`src/rtl/sram_ctrl_pkg.sv`:
```
package sram_ctrl_pkg;

  typedef enum logic [2:0] {
    ST_PWRUP   = 3'd0,
    ST_IDLE    = 3'd1,
    ST_RD      = 3'd2,
    ST_RD_REC  = 3'd3,
    ST_WR      = 3'd4,
    ST_WR_TAIL = 3'd5
  } seq_state_t;

  // Whole cycles covering a picosecond minimum; zero stays zero.
  function automatic int unsigned ps_to_cyc(input int unsigned ps, input int unsigned clk_ps);
    if (ps == 0) return 0;
    return (ps + clk_ps - 1) / clk_ps;
  endfunction

  function automatic int unsigned umax(input int unsigned a, input int unsigned b);
    return (a > b) ? a : b;
  endfunction

endpackage

```
`src/rtl/sram_ctrl_seq.sv`:
```
module sram_ctrl_seq
  import sram_ctrl_pkg::*;
#(
  parameter int unsigned N_POWER = 1,
  parameter int unsigned N_CAP   = 1,
  parameter int unsigned N_RD    = 1,
  parameter int unsigned N_HZ    = 1,
  parameter int unsigned N_WP    = 1,
  parameter int unsigned N_WT    = 1,
  parameter int unsigned CNT_W   = 4
) (
  input  logic       clk,
  input  logic       rst,
  input  logic       req_valid,
  input  logic       req_write,
  output logic       req_ready,
  output logic       accept,
  output seq_state_t st_d,
  output logic       cap_en
);

  localparam logic [CNT_W-1:0] L_POWER = CNT_W'(N_POWER - 1);
  localparam logic [CNT_W-1:0] L_CAP   = CNT_W'(N_CAP - 1);
  localparam logic [CNT_W-1:0] L_RD    = CNT_W'(N_RD - 1);
  localparam logic [CNT_W-1:0] L_HZ    = CNT_W'(N_HZ - 1);
  localparam logic [CNT_W-1:0] L_WP    = CNT_W'(N_WP - 1);
  localparam logic [CNT_W-1:0] L_WT    = CNT_W'(N_WT - 1);

  seq_state_t       st_q;
  logic [CNT_W-1:0] cnt_q, cnt_d;

  assign req_ready = (st_q == ST_IDLE);
  assign accept    = req_valid && req_ready;
  assign cap_en    = (st_q == ST_RD) && (cnt_q == L_CAP);

  always_comb begin
    st_d  = st_q;
    cnt_d = cnt_q + 1'b1;
    unique case (st_q)
      ST_PWRUP: begin
        if (cnt_q == L_POWER) begin
          st_d  = ST_IDLE;
          cnt_d = '0;
        end
      end
      ST_IDLE: begin
        cnt_d = '0;
        if (req_valid) st_d = req_write ? ST_WR : ST_RD;
      end
      ST_RD: begin
        if (cnt_q == L_RD) begin
          st_d  = ST_RD_REC;
          cnt_d = '0;
        end
      end
      ST_RD_REC: begin
        if (cnt_q == L_HZ) begin
          st_d  = ST_IDLE;
          cnt_d = '0;
        end
      end
      ST_WR: begin
        if (cnt_q == L_WP) begin
          st_d  = ST_WR_TAIL;
          cnt_d = '0;
        end
      end
      ST_WR_TAIL: begin
        if (cnt_q == L_WT) begin
          st_d  = ST_IDLE;
          cnt_d = '0;
        end
      end
      default: begin
        st_d  = ST_PWRUP;
        cnt_d = '0;
      end
    endcase
  end

  always_ff @(posedge clk) begin
    if (rst) begin
      st_q  <= ST_PWRUP;
      cnt_q <= '0;
    end else begin
      st_q  <= st_d;
      cnt_q <= cnt_d;
    end
  end

  // once a request is taken, no second one is taken in the next cycle
  p_ready_drop_r3: assert property (@(posedge clk) disable iff (rst)
    accept |=> !req_ready);

  // capture happens only inside a read phase
  p_cap_only_read_r5: assert property (@(posedge clk) disable iff (rst)
    cap_en |=> (st_q == ST_RD || st_q == ST_RD_REC));

endmodule

```
`src/rtl/sram_ctrl_pins.sv`:
```
module sram_ctrl_pins
  import sram_ctrl_pkg::*;
#(
  parameter int unsigned ADDR_W = 17,
  parameter int unsigned DATA_W = 24,
  parameter int unsigned N_WP   = 1
) (
  input  logic              clk,
  input  logic              rst,
  input  logic              accept,
  input  logic [ADDR_W-1:0] req_addr,
  input  logic [DATA_W-1:0] req_wdata,
  input  seq_state_t        st_d,
  output logic [ADDR_W-1:0] sram_addr,
  output logic              sram_cs0_n,
  output logic              sram_cs1,
  output logic              sram_cs2_n,
  output logic              sram_wr_n,
  output logic              sram_rd_n,
  output logic [DATA_W-1:0] sram_d_out,
  output logic              sram_d_oe
);

  localparam int unsigned WW = $clog2(N_WP + 2);

  logic sel_d, wr_n_d, rd_n_d, doe_d;

  always_comb begin
    sel_d  = 1'b0;
    wr_n_d = 1'b1;
    rd_n_d = 1'b1;
    doe_d  = 1'b0;
    unique case (st_d)
      ST_RD: begin
        sel_d  = 1'b1;
        rd_n_d = 1'b0;
      end
      ST_WR: begin
        sel_d  = 1'b1;
        wr_n_d = 1'b0;
        doe_d  = 1'b1;
      end
      ST_WR_TAIL: doe_d = 1'b1;
      default: ;
    endcase
  end

  // Strobes come straight from flops so the RAM never sees decode glitches.
  always_ff @(posedge clk) begin
    if (rst) begin
      sram_cs0_n <= 1'b1;
      sram_cs1   <= 1'b0;
      sram_cs2_n <= 1'b1;
      sram_wr_n  <= 1'b1;
      sram_rd_n  <= 1'b1;
      sram_d_oe  <= 1'b0;
      sram_addr  <= '0;
      sram_d_out <= '0;
    end else begin
      sram_cs0_n <= !sel_d;
      sram_cs1   <= sel_d;
      sram_cs2_n <= !sel_d;
      sram_wr_n  <= wr_n_d;
      sram_rd_n  <= rd_n_d;
      sram_d_oe  <= doe_d;
      if (accept) begin
        sram_addr  <= req_addr;
        sram_d_out <= req_wdata;
      end
    end
  end

  logic sel_q;
  assign sel_q = !sram_cs0_n && sram_cs1 && !sram_cs2_n;

  // our driver and the RAM's driver never overlap
  p_no_contention_r9: assert property (@(posedge clk) disable iff (rst)
    sram_d_oe |-> sram_rd_n);

  p_strobe_excl_r9: assert property (@(posedge clk) disable iff (rst)
    !sram_wr_n |-> sram_rd_n);

  // the driver turns on only after the output enable was already high
  p_drive_after_off_r9: assert property (@(posedge clk) disable iff (rst)
    $rose(sram_d_oe) |-> $past(sram_rd_n));

  // write strobe only with the chip selected
  p_wr_selected_r7: assert property (@(posedge clk) disable iff (rst)
    !sram_wr_n |-> sel_q);

  // address stays put across a selected phase
  p_addr_hold_r4: assert property (@(posedge clk) disable iff (rst)
    (sel_q && $past(sel_q)) |-> $stable(sram_addr));

  // data stays unchanged while driven
  p_data_hold_r8: assert property (@(posedge clk) disable iff (rst)
    (sram_d_oe && $past(sram_d_oe)) |-> $stable(sram_d_out));

  // write pulse length measured with a counter, not a long $past
  logic [WW-1:0] wlo_cnt;
  logic          wr_n_prev;
  always_ff @(posedge clk) begin
    if (rst) begin
      wlo_cnt   <= '0;
      wr_n_prev <= 1'b1;
    end else begin
      wr_n_prev <= sram_wr_n;
      if (!sram_wr_n) begin
        if (wlo_cnt != {WW{1'b1}}) wlo_cnt <= wlo_cnt + 1'b1;
      end else begin
        wlo_cnt <= '0;
      end
      if (sram_wr_n && !wr_n_prev) begin
        p_we_width_r7: assert (wlo_cnt >= WW'(N_WP));
      end
    end
  end

endmodule

```
`src/rtl/sram_ctrl_rdcap.sv`:
```
module sram_ctrl_rdcap #(
  parameter int unsigned DATA_W = 24
) (
  input  logic              clk,
  input  logic              rst,
  input  logic              cap_en,
  input  logic [DATA_W-1:0] sram_d_in,
  output logic              rsp_valid,
  output logic [DATA_W-1:0] rsp_rdata
);

  always_ff @(posedge clk) begin
    if (rst) begin
      rsp_valid <= 1'b0;
      rsp_rdata <= '0;
    end else begin
      rsp_valid <= cap_en;
      if (cap_en) rsp_rdata <= sram_d_in;
    end
  end

  // the response strobe is a single-cycle pulse
  p_rsp_single_r5: assert property (@(posedge clk) disable iff (rst)
    rsp_valid |=> !rsp_valid);

  // result word holds between strobes
  p_rsp_hold_r5: assert property (@(posedge clk) disable iff (rst)
    !rsp_valid |-> $stable(rsp_rdata));

endmodule

```
`src/rtl/sram_async_ctrl.sv`:
```
module sram_async_ctrl
  import sram_ctrl_pkg::*;
#(
  parameter int unsigned ADDR_W     = 17,
  parameter int unsigned DATA_W     = 24,
  parameter int unsigned CLK_PS     = 8000,
  parameter int unsigned T_POWER_PS = 100_000_000,
  parameter int unsigned T_RC_PS    = 10000,
  parameter int unsigned T_AA_PS    = 10000,
  parameter int unsigned T_DOE_PS   = 5000,
  parameter int unsigned T_HZOE_PS  = 5000,
  parameter int unsigned T_WC_PS    = 10000,
  parameter int unsigned T_PWE_PS   = 7000,
  parameter int unsigned T_AW_PS    = 7000,
  parameter int unsigned T_SD_PS    = 5500
) (
  input  logic              clk,
  input  logic              rst,
  input  logic              req_valid,
  output logic              req_ready,
  input  logic              req_write,
  input  logic [ADDR_W-1:0] req_addr,
  input  logic [DATA_W-1:0] req_wdata,
  output logic              rsp_valid,
  output logic [DATA_W-1:0] rsp_rdata,
  output logic [ADDR_W-1:0] sram_addr,
  output logic              sram_cs0_n,
  output logic              sram_cs1,
  output logic              sram_cs2_n,
  output logic              sram_wr_n,
  output logic              sram_rd_n,
  output logic [DATA_W-1:0] sram_d_out,
  output logic              sram_d_oe,
  input  logic [DATA_W-1:0] sram_d_in
);

  localparam int unsigned N_POWER = umax(1, ps_to_cyc(T_POWER_PS, CLK_PS));
  localparam int unsigned N_CAP   = umax(1, umax(ps_to_cyc(T_AA_PS, CLK_PS),
                                                 ps_to_cyc(T_DOE_PS, CLK_PS)));
  localparam int unsigned N_RD    = umax(N_CAP, ps_to_cyc(T_RC_PS, CLK_PS));
  localparam int unsigned N_HZ    = umax(1, ps_to_cyc(T_HZOE_PS, CLK_PS));
  localparam int unsigned N_WP    = umax(1, umax(ps_to_cyc(T_PWE_PS, CLK_PS),
                                          umax(ps_to_cyc(T_AW_PS, CLK_PS),
                                               ps_to_cyc(T_SD_PS, CLK_PS))));
  localparam int unsigned N_WC    = ps_to_cyc(T_WC_PS, CLK_PS);
  localparam int unsigned N_WT    = (N_WC > N_WP + 1) ? (N_WC - N_WP) : 1;
  localparam int unsigned N_MAX   = umax(N_POWER, umax(N_RD, umax(N_HZ, umax(N_WP, N_WT))));
  localparam int unsigned CNT_W   = $clog2(N_MAX + 1);

  logic       accept;
  logic       cap_en;
  seq_state_t st_d;

  sram_ctrl_seq #(
    .N_POWER(N_POWER), .N_CAP(N_CAP), .N_RD(N_RD), .N_HZ(N_HZ),
    .N_WP(N_WP), .N_WT(N_WT), .CNT_W(CNT_W)
  ) u_seq (
    .clk       (clk),
    .rst       (rst),
    .req_valid (req_valid),
    .req_write (req_write),
    .req_ready (req_ready),
    .accept    (accept),
    .st_d      (st_d),
    .cap_en    (cap_en)
  );

  sram_ctrl_pins #(
    .ADDR_W(ADDR_W), .DATA_W(DATA_W), .N_WP(N_WP)
  ) u_pins (
    .clk        (clk),
    .rst        (rst),
    .accept     (accept),
    .req_addr   (req_addr),
    .req_wdata  (req_wdata),
    .st_d       (st_d),
    .sram_addr  (sram_addr),
    .sram_cs0_n (sram_cs0_n),
    .sram_cs1   (sram_cs1),
    .sram_cs2_n (sram_cs2_n),
    .sram_wr_n  (sram_wr_n),
    .sram_rd_n  (sram_rd_n),
    .sram_d_out (sram_d_out),
    .sram_d_oe  (sram_d_oe)
  );

  sram_ctrl_rdcap #(
    .DATA_W(DATA_W)
  ) u_rdcap (
    .clk       (clk),
    .rst       (rst),
    .cap_en    (cap_en),
    .sram_d_in (sram_d_in),
    .rsp_valid (rsp_valid),
    .rsp_rdata (rsp_rdata)
  );

endmodule

```
`config.mk`:
```
export PLATFORM = sky130hd
export DESIGN_NAME = sram_async_ctrl
export DESIGN_NICKNAME = d
export VERILOG_FILES = /design/src/rtl/sram_ctrl_pkg.sv /design/src/rtl/sram_ctrl_seq.sv /design/src/rtl/sram_ctrl_pins.sv /design/src/rtl/sram_ctrl_rdcap.sv /design/src/rtl/sram_async_ctrl.sv
export SDC_FILE = /design/constraint.sdc
export NUM_CORES = 1
export LEC_CHECK = 0
export BUFFER_PORTS_ARGS = -buffer_cell sky130_fd_sc_hd__buf_2
export CAP_MARGIN = 30
export CORE_UTILIZATION = 35
export DETAILED_ROUTE_END_ITERATION = 12
export GPL_TIMING_DRIVEN = 1
export PLACE_DENSITY = 0.68
export SETUP_SLACK_MARGIN = 0.1
export SYNTH_ARGS = -nofsm -noshare
export SYNTH_HDL_FRONTEND = slang
export SYNTH_SLANG_ARGS = --single-unit
```
`constraint.sdc`:
```
create_clock -name clk -period 2.2 [get_ports clk]
set_clock_uncertainty 0.1 [all_clocks]
set_input_delay 0.44 -clock clk [delete_from_list [all_inputs] [get_ports clk]]
set_output_delay 0.44 -clock clk [all_outputs]
set_load 0.02 [all_outputs]
```
==> implementation parameters <==
Parameter                              Value

Status
  Run status    finished clean

Power and ir drop
  Pwr Total    about 2.8 mW
  Max VDD drop    between 0.0003 and 0.0004 V
  Total power density per cell area    approximately 620 nW/um^2
  Static leakage power    around 1.8 nW

Finish
  Finished Layout Cells    between 600 and 700
  Fraction of final layout cells with drive strength greater than 1    roughly 32%
  Ant diodes    0
  P&R area growth vs syn    28.81%
  Number of nets in the final layout    just over 600

Clock network
  Clock transition at the registers of the reported paths    ~100 ps
  Post-cts hold buffer count    0
  CTS root buf    clkbuf_8
  Insertion delay to the later sink of the worst-skew pair    between 300 and 400 ps
  Post-CTS setup buffers    0
  Maximum clock insertion buffer count    2
  Total clock buffers created by CTS    9
  Num Clock Sinks    88
  Number of instances resized during post-cts repair    0
  Maximum level of the CTS H-tree    3
  Clock tree from TritonCTS    built

Floorplanning
  Ports    between 100 and 150
  Area of the core    9729 um^2
  Chip Height    ~100 um
  Width of the chip    101.8 um
  Effective utilization at floorplan    35.80%
  Total die area    approximately 10,000 um^2
  Row count    36

Synthesis
  Dominant cells by area after synthesis    dfxtp_1 51%, a21oi_1 9.8%, nand2_1 9.3%
  Ranking of synthesized cells by instance count    88 x dfxtp_1, 86 x nand2_1, 68 x a21oi_1
  Cell area after synthesis    3483 um^2
  Post-Synthesis Net Count    a little under 500
  Seq/Total Area, Yosys    50.57%
  Syn Inst Count    around 420
  Warnings from Yosys    0
  Library cell with the highest instance count after synthesis    dfxtp_1
  Count of unique library cells instantiated by Yosys    between 40 and 50
  Post-synth EDFFs    0
  Top cell type by total area after synthesis    dfxtp_1
  Most common flop cell mapped by yosys    dfxtp_1
  Post-synthesis async set-or-reset flop share    0%
  Top-area cell type share of the netlist area    between 50 and 60%
  Number of synthesized register bits    88
  Per-instance average area after synthesis    approximately 8.4 um^2

Routing
  Total Routed Length    8.831 mm
  Routed wire length per instance    12.87 um
  Vias    about 3,400
  Via-per-instance ratio    4.927
  Drc violations    0
  Initial DRC count    about 140
  Count of antenna-violating nets left after detailed routing    0
  Number of detailed-route iterations in the first pass    4

Worst setup path
  Worst-path maximum fanout    9
  Launching element type of the critical path    flip-flop
  Sort of element at the end of the critical path    output pin
  Critical Setup Path Class    reg -> out
  Req. time, crit path    ~1700 ps
  Endpoint arrival time on the critical path    roughly 1400 ps

Place
  Buffers on Ports    141
  Placer congestion estimate    ~0.81
  DP Cell Count    671
  Post-DP HPWL    ~6.2 mm

Global routing
  Global-route congestion overflow total    0
  Met3 routing resource usage after global routing    3.796%
  Total routing usage reported by global routing    ~16%
  Met2 routing resource usage after global routing    approximately 28%
  Busiest layer in global routing    met2
  Number of global-route vias before repair    around 3,000
  First-pass GRT wire length    13.37 mm
  Global routing usage on met1    between 10% and 20%
  Number of antenna violations at the first check in global routing    0
  Pin count of the biggest net entering global routing    56

STA
  Endpoints failing setup    0
  Actual transition at the worst max-transition pin    ~570 ps
  Final worst-path cycle share    about nine tenths
  Final-report hold violation count    0
  Setup repair after global routing missed its margin    false
  Final min period    roughly 2000 ps
  Max-slew headroom    around 62%
  Max-slew violation count    0
  Maximum achievable frequency    between 500 and 600 MHz
  Setup TNS Final    0 ps

Run
  Count of max-cap constraint violations    0

Min path
  Path type of the worst min-delay path    in -> reg
[critical path, stage by stage, from the launching register on]
cell	delay (ps)
dfxtp_1	510
nand2b_1	220
nor2_1	160
buf_2	190
[cell usage in the layout, fill, tap and decap left out, drive strengths merged, types with 2 or more instances in the layout]
| cell type | n |
|---|---|
| nand2b | 3 |
| o21ai | 25 |
| nand2 | 86 |
| a21oi | 68 |
| nor3 | 14 |
| nor3b | 4 |
| buf | 151 |
| nor2 | 18 |
| ha | 3 |
| nand4 | 5 |
| inv | 8 |
| clkinv | 2 |
| and4 | 2 |
| clkinvlp | 2 |
| nor2b | 2 |
| or3 | 2 |
| nand3 | 29 |
| clkbuf | 10 |
| dfxtp | 88 |
| xnor2 | 10 |
| nand3b | 2 |
| nor4 | 3 |
| o22ai | 2 |
[per-stage QoR]
| step | worst slack, ps | util, % | area (um^2) | hold slack (ps) |
|---|---|---|---|---|
| 6_report | 242.2 | 46.12 | 4487 | 210.2 |
| 5_1_grt | 106.5 | 46.12 | 4487 | 195.9 |
| 4_1_cts | 206.1 | 46.12 | 4487 | 196.3 |
| 3_5_place_dp | 305.4 | 44.28 | 4308 | 346.1 |
| 3_3_place_gp | 382.3 | 44.28 | 4308 | 339.3 |
| 2_1_floorplan | 526.3 | - | 3483 | 404.3 |
[power by group]
group | leakage (nW) | total, mW | internal (mW) | switching (mW)
sequential | 0.709 | 1.60 | 1.60 | 0.00860
clock | 0.0850 | 1.03 | 0.443 | 0.585
combinational | 1.04 | 0.153 | 0.0725 | 0.0807
total | 1.83 | 2.79 | 2.11 | 0.675
[cell families (layout without fill, tap and decap cells)]
logic type               after synthesis  in the layout  share of synthesized area (%)
AND/OR/NAND/NOR                      174            174                          23.99
adder cells (fa/ha/maj)                3              3                          1.078
multiplexers                           1              1                         0.3233
AO/OA/AOI/OAI                        103            103                          16.31
flip-flops                            88             88                          50.57
XOR/XNOR                              11             11                          2.766
buffers and inverters                 37            173                          4.957
[final timing paths]
kind / start / endpoint / slack, ps / cells after the start
min: req_addr[4] / u_pins.sram_addr[4] / 210 / 3
max: u_seq.st_q[0] / req_ready / 240 / 3
max reg2reg: u_seq.cnt_q[0] / u_seq.cnt_q[1] / 250 / 5
min reg2reg: u_pins.sram_addr[14] / u_pins.sram_addr[14] / 360 / 2
[cell type report]
| cell class | count | area (um^2) |
|---|---|---|
| flip-flops and latches | 88 | 1762 |
| clock buffers | 10 | 137.6 |
| inverters | 7 | 26.28 |
| clock inverters | 5 | 41.29 |
| fillers | 972 | 5243 |
| well taps | 133 | 166.4 |
| multi-input cells | 292 | 1560 |
| repair buffers | 151 | 793.3 |
[registers in the layout, summed over array words and instances (netlist names), 3 cells and up]
| register | flops |
|---|---|
| u_pins.sram_addr | 17 |
| u_pins.sram_d_out | 24 |
| u_rdcap.rsp_rdata | 24 |
| u_seq.cnt_q | 14 |
| u_seq.st_q | 3 |
[per-layer routing]
metal / part of all wire [%] / routed length, um
met5: 0 / 0
met3: 5.8 / 514
met2: 47 / 4147
met1: 46 / 4076
met4: 1.0 / 92
Note: power is estimated with default switching activity, not from simulation.
